**config.mk**
```make
export PLATFORM = sky130hd
export DESIGN_NAME = busGrantCtl
export DESIGN_NICKNAME = d
export VERILOG_FILES = /design/src/rtl/busGrantPkg.sv /design/src/rtl/busReqSync.sv /design/src/rtl/busAccessPath.sv /design/src/rtl/busGrantCtrl.sv /design/src/rtl/busGrantCtl.sv
export SDC_FILE = /design/constraint.sdc
export NUM_CORES = 1
export LEC_CHECK = 0
export CORE_ASPECT_RATIO = 1.1
export CORE_MARGIN = 5
export CORE_UTILIZATION = 30
export DETAILED_ROUTE_END_ITERATION = 7
export MAX_ROUTING_LAYER = met4
export SYNTH_ARGS = -nofsm -noshare
export SYNTH_HDL_FRONTEND = slang
export SYNTH_HIERARCHICAL = 1
export SYNTH_SLANG_ARGS = --single-unit
```
**constraint.sdc**
```tcl
create_clock -name clk -period 2.36 [get_ports clk]
set_input_delay 0.472 -clock clk [delete_from_list [all_inputs] [get_ports clk]]
set_output_delay 0.472 -clock clk [all_outputs]
set_load 0.03 [all_outputs]
```
**src/rtl/busGrantPkg.sv**
```systemverilog
package busGrantPkg;
  localparam int WAIT_W = 3;

  typedef enum logic [1:0] {
    ACC_IDLE,
    ACC_BUSY,
    ACC_GAP
  } accState_t;

  typedef struct packed {
    logic loadFirst;
    logic loadSecond;
    logic countDown;
  } accStrobe_t;
endpackage

```
**src/rtl/busReqSync.sv**
```systemverilog
module busReqSync #(
  parameter int STAGES = 2
) (
  input  logic clk,
  input  logic reqNIn,
  output logic reqOut
);
  // No reset: the request path must keep working while the core is in reset.
  logic [STAGES-1:0] shiftQ;

  generate
    if (STAGES == 1) begin : g_single
      always_ff @(posedge clk) shiftQ <= ~reqNIn;
    end else begin : g_chain
      always_ff @(posedge clk) shiftQ <= {shiftQ[STAGES-2:0], ~reqNIn};
    end
  endgenerate

  assign reqOut = shiftQ[STAGES-1];
endmodule

```
**src/rtl/busAccessPath.sv**
```systemverilog
module busAccessPath
  import busGrantPkg::*;
#(
  parameter int WW = WAIT_W
) (
  input  logic          clk,
  input  logic          rstN,
  input  accStrobe_t    strobe,
  input  logic [WW-1:0] waitStates,
  output logic          lastCycle
);
  logic [WW-1:0] waitCnt;
  logic [WW-1:0] heldWait;

  always_ff @(posedge clk or negedge rstN) begin
    if (!rstN) begin
      waitCnt  <= '0;
      heldWait <= '0;
    end else if (strobe.loadFirst) begin
      waitCnt  <= waitStates;
      heldWait <= waitStates;
    end else if (strobe.loadSecond) begin
      waitCnt <= heldWait;
    end else if (strobe.countDown && waitCnt != '0) begin
      waitCnt <= waitCnt - 1'b1;
    end
  end

  assign lastCycle = (waitCnt == '0);
endmodule

```
**src/rtl/busGrantCtrl.sv**
```systemverilog
module busGrantCtrl
  import busGrantPkg::*;
(
  input  logic       clk,
  input  logic       rstN,
  input  logic       syncReq,
  input  logic       goMode,
  input  logic       coreExtReq,
  input  logic       coreDouble,
  input  logic       lastCycle,
  output accStrobe_t strobe,
  output logic       granted,
  output logic       hangFlag,
  output logic       coreHalt,
  output logic       accessBusy,
  output logic       accessDone
);
  accState_t state, nextState;
  logic secondLeft;
  logic startOk, wantAccess, finalDone;

  always_comb begin
    strobe     = '0;
    nextState  = state;
    startOk    = !granted && !syncReq;
    wantAccess = (state == ACC_IDLE && coreExtReq) || state == ACC_GAP;
    case (state)
      ACC_IDLE: if (coreExtReq && startOk) begin
        strobe.loadFirst = 1'b1;
        nextState        = ACC_BUSY;
      end
      ACC_BUSY: begin
        strobe.countDown = 1'b1;
        if (lastCycle) nextState = secondLeft ? ACC_GAP : ACC_IDLE;
      end
      ACC_GAP: if (startOk) begin
        strobe.loadSecond = 1'b1;
        nextState         = ACC_BUSY;
      end
      default: nextState = ACC_IDLE;
    endcase
  end

  assign finalDone = (state == ACC_BUSY) && lastCycle && !secondLeft;

  always_ff @(posedge clk or negedge rstN) begin
    if (!rstN) begin
      state      <= ACC_IDLE;
      secondLeft <= 1'b0;
      hangFlag   <= 1'b0;
    end else begin
      state <= nextState;
      if (strobe.loadFirst) secondLeft <= coreDouble;
      else if (state == ACC_BUSY && lastCycle) secondLeft <= 1'b0;
      if (finalDone) hangFlag <= 1'b0;
      else if (wantAccess && granted) hangFlag <= 1'b1;
    end
  end

  // Grant decision is outside the core reset so the bus can be lent during reset.
  always_ff @(posedge clk)
    granted <= syncReq && (granted || state != ACC_BUSY);

  assign coreHalt   = granted && (!goMode || wantAccess);
  assign accessBusy = (state == ACC_BUSY);
  assign accessDone = (state == ACC_BUSY) && lastCycle;
endmodule

```
**src/rtl/busGrantCtl.sv**
```systemverilog
module busGrantCtl
  import busGrantPkg::*;
#(
  parameter int SYNC_STAGES = 2,
  parameter int WW          = WAIT_W
) (
  input  logic          clk,
  input  logic          rstN,
  input  logic          busReqN,
  input  logic          goMode,
  input  logic          coreExtReq,
  input  logic          coreDouble,
  input  logic [WW-1:0] coreWaitStates,
  output logic          busGrantN,
  output logic          drvEn,
  output logic          coreHalt,
  output logic          busHangN,
  output logic          accessBusy,
  output logic          accessDone
);
  logic       syncReq;
  logic       lastCycle;
  logic       granted;
  logic       hangFlag;
  accStrobe_t strobe;

  busReqSync #(.STAGES(SYNC_STAGES)) i_sync (
    .clk(clk), .reqNIn(busReqN), .reqOut(syncReq)
  );

  busGrantCtrl i_ctrl (
    .clk(clk), .rstN(rstN), .syncReq(syncReq), .goMode(goMode),
    .coreExtReq(coreExtReq), .coreDouble(coreDouble), .lastCycle(lastCycle),
    .strobe(strobe), .granted(granted), .hangFlag(hangFlag),
    .coreHalt(coreHalt), .accessBusy(accessBusy), .accessDone(accessDone)
  );

  busAccessPath #(.WW(WW)) i_path (
    .clk(clk), .rstN(rstN), .strobe(strobe),
    .waitStates(coreWaitStates), .lastCycle(lastCycle)
  );

  assign busGrantN = !granted;
  assign drvEn     = !granted;
  assign busHangN  = !hangFlag;
endmodule

```
After elaboration in Yosys (flattened, before gate mapping). Index checks and enable logic that the tools add are counted.

Output and inout bits: 6. Input bits: 9. Flip-flop bits (word level): 13.

Muxes and demuxes: 17. Bitwise gates (word level): 1. Reductions and logical operators: 24. Add/sub/neg operators: 1. Equality and inequality tests: 6.

Operator list (count): $logic_and A1 B1 Y1 (9); $mux W1 (9); $mux W3 (3); $mux W2 (4); $ne A2 B1 Y1 const B (3); $pmux W2 S3 (1); $reduce_bool A3 Y1 (2); $logic_not A1 Y1 (5); $reduce_bool A2 Y1 (2); $logic_not A3 Y1 (1); $logic_or A1 B1 Y1 (3); $reduce_and A3 Y1 (1); $sub A3 B1 Y3 const B (1); $eq A2 B1 Y1 const B (1); $eq A2 B2 Y1 const B (1); $logic_not A2 Y1 (1); $ne A2 B2 Y1 const B (1); $not A1 Y1 (1).

Depth between registers and ports, before layout. Gate-level depths: netlist (run 1).

Word-level depth: 6. Depth in mapped cells: 6.

Cells and area by module. The synthesis (run 1) kept the hierarchy.

Modules (own cells, without submodules): busAccessPath (area an instance 345.3 sq um, cells an instance 34, times used 1); busGrantCtrl (area an instance 259.0 sq um, cells an instance 28, times used 1); busReqSync (area an instance 43.8 sq um, cells an instance 3, times used 1); busGrantCtl (area an instance 15.0 sq um, cells an instance 3, times used 1).

Least setup slack after synthesis (run 1). OpenSTA, ideal clock, no wires.

Path kind: register to output. Start point: register i_path.waitCnt[0]. End point: output accessDone. Setup slack: 665 ps. Path buffers: 0. Data arrival time: 1223 ps. Stages on the path, launching flop included: 6. Path through: dfrtp_1 inv_1 ha_1 ha_1 inv_1 nor2_1.

Cells in the longest elaborated chain, start to end: 2.

Ends and longest elaborated chain: start, declared (line busAccessPath.sv:12) `logic [WW-1:0] waitCnt;`; start signal, assigned (line busAccessPath.sv:20) `waitCnt <= waitStates;`; start signal, assigned (line busAccessPath.sv:23) `waitCnt <= heldWait;`; start signal, assigned (line busAccessPath.sv:25) `waitCnt <= waitCnt - 1'b1;`; $logic_not A3 Y1 (line busAccessPath.sv:29) `assign lastCycle = (waitCnt == '0);`; via lastCycle (line busGrantCtl.sv:22) `logic lastCycle;`; $logic_and A1 B1 Y1 (line busGrantCtrl.sv:66) `assign accessDone = (state == ACC_BUSY) && lastCycle;`; end, declared (line busGrantCtl.sv:19) `output logic accessDone`.

The timed path passes the listed nets, and every way through them passes these cells.

Worst setup path in the final report (run 1).
Start point: register i_ctrl.state[1]. End point: output accessBusy.

Cells in the longest elaborated chain, start to end: 1.

Ends and longest elaborated chain: start, declared (line busGrantCtrl.sv:18) `accState_t state, nextState;`; start signal, assigned (line busGrantCtrl.sv:52) `state <= nextState;`; $eq A2 B1 Y1 (line busGrantCtrl.sv:65) `assign accessBusy = (state == ACC_BUSY);`; end, declared (line busGrantCtl.sv:18) `output logic accessBusy,`.

Every way passes these cells.

==> results of run 1 <==
-- timing repair --
| item | 4_1_cts | 5_1_grt |
|---|---|---|
| endpoints found under the setup margin | 1 | 0 |
| gates resized for setup | 1 | 0 |
| hold buffers | 0 | 0 |
-- flip-flops by register name, summed over array words and instances (netlist names) --
name / flops
i_path/heldWait: 3
i_path/waitCnt: 3
i_ctrl/state: 2
i_sync/shiftQ: 2
i_ctrl/granted: 1
i_ctrl/hangFlag: 1
i_ctrl/secondLeft: 1
-- routing by layer --
metal  vias to the layer above  share of wire [%]
met2                         7                 45
met3                         2                4.5
met5                         -                  0
met4                         0               0.80
met1                       242                 49
li1                        262                  -
-- critical path: cells and delay by family, from the launching register on --
kind	cells	cell delay, ns
flip-flops	1	0.44
buffers and inverters	2	0.79
AND/OR/NAND/NOR	1	0.22
-- stage by stage --
stage                     area [um^2]  worst slack [ns]  power [mW]  instances  utilization (%)
after floorplan                   663             0.665       0.734         68                -
after global placement            831             0.219       0.860        109             40.3
after detailed placement          831             0.176       0.866        109             40.3
after CTS                         857             0.155        1.01        113             41.5
after global routing              857            0.0735        1.09        113             41.5
final                             857             0.168       0.992        113             41.5
-- synth_stat cells (all sizes together) (2+ instances only) --
library cell,number
a21oi,2
inv,12
nand2,3
ha,2
buf,3
o31ai,2
dfrtp,10
nor2b,2
nand2b,3
o32ai,2
dfxtp,3
nor3,3
nor2,4
mux2i,2
o21ai,2
-- cell families (layout without fill, tap and decap cells) --
| group | Yosys count | in the layout | share of synthesized area (%) |
|---|---|---|---|
| xor gates and xnor gates | 1 | 1 | 1.32 |
| DFF | 13 | 13 | 46.8 |
| AOI/OAI and AO/OA | 15 | 15 | 16.0 |
| buffers and inverters | 15 | 32 | 9.81 |
| and+or+nand+nor | 19 | 19 | 17.5 |
| adders and majority gates | 2 | 2 | 3.77 |
| muxes | 3 | 3 | 4.72 |
-- area by class of cell --
type / count / area, um^2
clock inverters: 1 / 5.00
well taps: 28 / 35.0
fillers: 215 / 1210
inverters: 12 / 45.0
multi-input cells: 40 / 288
clock buffers: 3 / 22.5
repair buffers: 16 / 151
flip-flops and latches: 13 / 310
-- worst paths after layout --
| kind | end | slack (ns) |
|---|---|---|
| max | accessBusy | 0.17 |
| min | i_sync/shiftQ[1]$_DFF_P_ | 0.33 |
| max reg2reg | i_path/heldWait[2]$_DFFE_PN0P_ | 0.77 |
| min reg2reg | i_sync/shiftQ[1]$_DFF_P_ | 0.33 |
| max in group asynchronous | i_path/waitCnt[2]$_DFFE_PN0P_ | 1.52 |
| min in group asynchronous | i_ctrl/secondLeft$_DFFE_PN0P_ | 0.51 |
-- layout by cell type (no fill, tap or decap), types with 2 or more instances in the layout --
cell type        synthesis  layout
a21oi_1                  2       2
ha_1                     2       2
nand2_1                  3       3
dfrtp_1                 10      10
nor2_1                   4       4
dfxtp_1                  3       3
nand2b_1                 3       3
buf_4                    2       3
nor3_1                   2       2
clkdlybuf4s50_1          0      12
inv_1                   12      12
o31ai_1                  2       2
mux2i_1                  2       2
clkbuf_4                 0       3
o32ai_1                  2       2
-- power breakdown --
group	internal [mW]	total (mW)	switching, mW	leakage, nW
sequential	0.309	0.365	0.0561	0.146
clock	0.0627	0.139	0.0763	0.0177
combinational	0.229	0.488	0.259	0.228
==> flow_summary.toml, run 1 <==
[route]
drc = 0
final_antenna_net_count = 0
firstDrtPassIters = 4
routed_wirelength_mm = 1.25
wire_per_inst_um = 11.1
vias = 513
drt_iter0_drc = 4
viasPerCell = 4.54

[yosys]
synth_cell_types = 32
synth_top_area_share_pct = 37.7
ys.flop_type = "dfrtp_1"
syn_nets = 79
synth_edf_count = 0
ys_warn_count = 6
seq_area_frac_synth_pct = 46.8
syn_area_um2 = 663
netlist_instances = 68
ys_seq_elements = 13
synthTopCellsByArea = "dfrtp_1, dfxtp_1, inv_1"
synth_top_area_cell = "dfrtp_1"
syn_area_per_cell_um2 = 9.75
async_reset_ff_share_pct = 76.9

[worst_setup_path]
required_ns = 1.89
arrival_ns = 1.72
critPathMaxFanout = 6
crit_path_start_kind = "flop"
crit_path_cell_trace = "nand2b_1, inv_1, clkdlybuf4s50_1"
r2r_start = "i_ctrl/granted$_DFF_P_"
cp_slowest_cell = "clkdlybuf4s50_1"
cpPeakStageDelay_ns = 0.68
crit_start = "i_ctrl/state[1]$_DFFE_PN0P_"
reg2regPathDepth = 4
endpoint_kind = "output port"
crit_type = "flop to output port"

[cts]
cts_root_buf = "clkbuf_4"
cts_buffer_depth = 2
cts_setup_buffers = 0
clock_latency_ns = 0.28
cts_buffers = 3
cts_tree = "built"
clk_pin_slew_worst_paths_ns = 0.09
cts_htree_levels = 1
cts_sinks = 13

[timing]
hold_slack_ns = 0.333
fin_skew_ns = 0.00911
hold_viol_final = 0
fin_crit_ns = 2.19
tightestPinTransition_ns = 0.470
slew_headroom_pct = 68.5
min_period_over_period_pct = 92.9
slew_violations = 0
rsz0062_at_grt = "false"
fmax_ghz = 0.456
setup_viol = 0
fin_tns_setup_ns = 0

[layout]
antenna_cells = 0
drive_gt1_share_pct = 10.6
area_growth_pct = 29.2
final_nets = 97

[floorplanning]
fp.dieArea_mm2 = 0.00325
core-area_mm2 = 0.00206
fp.dieH_um = 59.3
ioPinCount = 15
die_x_um = 54.8
initial_core_util_pct = 32.1
core.rowCount = 17

[power]
power_density_mw_per_mm2 = 1160
leakagePower_nw = 0.392
irDropWorstVdd_mv = 0.446

[place]
place_congestion = 0.805
post-dp-hpwl_um = 990
port_buffers = 14

[global_route]
antenna_found_initial = 0
busiest_layer = "met1"
grt_use_total_pct = 9.75
met1_usage_pct = 13.6
grt_overflow_total = 0
grt_first_pass_wirelength_mm = 2.22
grt_use_met2_pct = 12.7
grt_pass1_vias = 506
grt_max_degree = 12
use_met3_pct = 3.02

[worst_hold_path]
hold_class = "flop to flop"
hold_path_depth = 0
hold_start = "i_sync/shiftQ[0]$_DFF_P_"

[run_status]
outcome = "completed"

[job]
drv_cap = 0
(Power assumes the default switching activity.)
==> run 2, diff against run 1 <==
- ABC_AREA: unset -> 0
- CTS_CLUSTER_SIZE: unset -> 16
- GPL_ROUTABILITY_DRIVEN: unset -> 0
==> results of run 2 <==
The final DEF is identical to that of run 1; final timing and power are the same.
==> run 3, diff against run 2 <==
- CORE_UTILIZATION: 30 -> 40
- PLACE_DENSITY: unset -> 0.66
==> flow_summary.toml, run 3 (synthesis results as in run 1) <==
[worst_setup_path]
endpoint_kind = "output port"
crit_buf_inv = 2
crit_path_start_kind = "flop"
r2r_start = "i_ctrl/granted$_DFF_P_"
cpPeakStageDelay_ns = 0.67
cp_top_family = "buffers and inverters"
arrival_ns = 1.69
r2r_slack_ns = 0.80
critPathMaxFanout = 6
rr_endpoint = "i_path/heldWait[2]$_DFFE_PN0P_"
cp_slowest_cell = "clkdlybuf4s50_1"
crit_path_cell_trace = "nand2b_1, inv_1, clkdlybuf4s50_1"
crit_type = "flop to output port"
required_ns = 1.89
reg2regPathDepth = 4

[worst_hold_path]
worstHoldEndpoint = "i_sync/shiftQ[1]$_DFF_P_"
hold_start = "i_sync/shiftQ[0]$_DFF_P_"
hold_path_depth = 0
hold_class = "flop to flop"

[cts]
cts-hold-fix-buffers = 0
cts_resized = 1
cts_sinks = 13
clock_latency_ns = 0.27
cts_setup_buffers = 0
cts_buffers = 3
cts_root_buf = "clkbuf_4"
clk_pin_slew_worst_paths_ns = 0.07
cts_tree = "built"
cts_htree_levels = 1
cts_buffer_depth = 2

[timing]
tightestPinTransition_ns = 0.472
fin_crit_ns = 2.17
setup_viol = 0
rsz0062_at_grt = "false"
fin_tns_setup_ns = 0
min_period_over_period_pct = 91.8
slew_violations = 0
hold_viol_final = 0
fin_skew_ns = 0.00216
slew_headroom_pct = 68.4
fmax_ghz = 0.462

[route]
routed_wirelength_mm = 1.24
firstDrtPassIters = 4
viasPerCell = 4.87
final_antenna_net_count = 0
drt_iter0_drc = 7
wire_per_inst_um = 12.2
vias = 497
drc = 0

[place]
placedCellCount = 98
port_buffers = 14
post-dp-hpwl_um = 988

[floorplanning]
fp.dieArea_mm2 = 0.00257
core.rowCount = 15
initial_core_util_pct = 42.1
core-area_mm2 = 0.00158
ioPinCount = 15
fp.dieH_um = 52.7
die_x_um = 48.8

[layout]
drive_gt1_share_pct = 9.41
finalNonFillerCells = 102
reg_top3 = "i_path/heldWait: 3 flops, i_path/waitCnt: 3 flops"
layout_common_cells = "inv_1, clkdlybuf4s50_1, dfrtp_1"
area_growth_pct = 27.0
multi_input_area_um2 = 288
antenna_cells = 0
fill_cells = 150
regArea_um2 = 310
final_nets = 97

[power]
leakagePower_nw = 0.389
finalPower_mw = 0.991
power_density_mw_per_mm2 = 1180
irDropWorstVdd_mv = 0.510

[global_route]
grt_overflow_total = 0
grt_use_total_pct = 11.7
grt_pass1_vias = 537
grt_max_degree = 12
antenna_found_initial = 0
grt_first_pass_wirelength_mm = 2.24

[run_status]
outcome = "completed"

[job]
drv_cap = 0
-- run 3: changes by cell type in the layout (fill, tap and decap cells not counted) --
cell,delta
clkbuf_1,+1
clkinv_2,-1
-- run 3: worst reg2reg max path, stage by stage, from the launching register on --
cell and delay, ns:
dfxtp_1 0.37, or3b_1 0.42, nor3_1 0.14, buf_4 0.20, mux2_1 0.32
-- run 3: metrics by stage --
stage / cell area [um^2] / utilization, % / worst slack [ns] / hold WS [ns]
final: 842 / 53.4 / 0.194 / 0.331
after global routing: 842 / 53.4 / 0.0550 / 0.351
after CTS: 842 / 53.4 / 0.170 / 0.334
after detailed placement: 817 / 51.8 / 0.211 / 0.315
after global placement: 817 / 51.8 / 0.211 / 0.311
after floorplan: 663 / - / 0.665 / 0.176
-- run 3: final cells by class --
cell class,instances,area share [%]
Inverter,12,5.35
Timing Repair Buffer,16,18.0
Clock buffer,4,3.12
Tap cell,17,2.53
Multi-Input combinational cell,40,34.2
Sequential cell,13,36.8
-- run 3: per-layer routing --
| layer | up-vias | part of all wire [%] | GRT usage [%] |
|---|---|---|---|
| met1 | 227 | 49 | 14.0 |
| met3 | 2 | 3.9 | 3.70 |
| met5 | - | 0 | - |
| met2 | 6 | 46 | 17.8 |
| met4 | 0 | 0.48 | 5.38 |
| li1 | 262 | - | - |
-- run 3: worst max path at each step --
stage | from | endpoint | slack (ns) | cells past startpoint
2_1_floorplan | i_path/waitCnt[0]$_DFFE_PN0P_ | accessDone | 0.67 | 5
3_3_place_gp | coreExtReq | i_path/heldWait[2]$_DFFE_PN0P_ | 0.21 | 5
3_5_place_dp | coreExtReq | i_path/heldWait[2]$_DFFE_PN0P_ | 0.21 | 5
4_1_cts | i_ctrl/state[1]$_DFFE_PN0P_ | accessBusy | 0.17 | 3
5_1_grt | i_path/waitCnt[0]$_DFFE_PN0P_ | accessDone | 0.05 | 6
6_report | i_ctrl/state[1]$_DFFE_PN0P_ | accessBusy | 0.19 | 3
-- run 3: where the power goes --
group	switching [mW]	internal [mW]	leakage [nW]	total (mW)
Sequential	0.0578	0.309	0.146	0.367
Combinational	0.261	0.230	0.228	0.491
Clock	0.0682	0.0654	0.0150	0.134
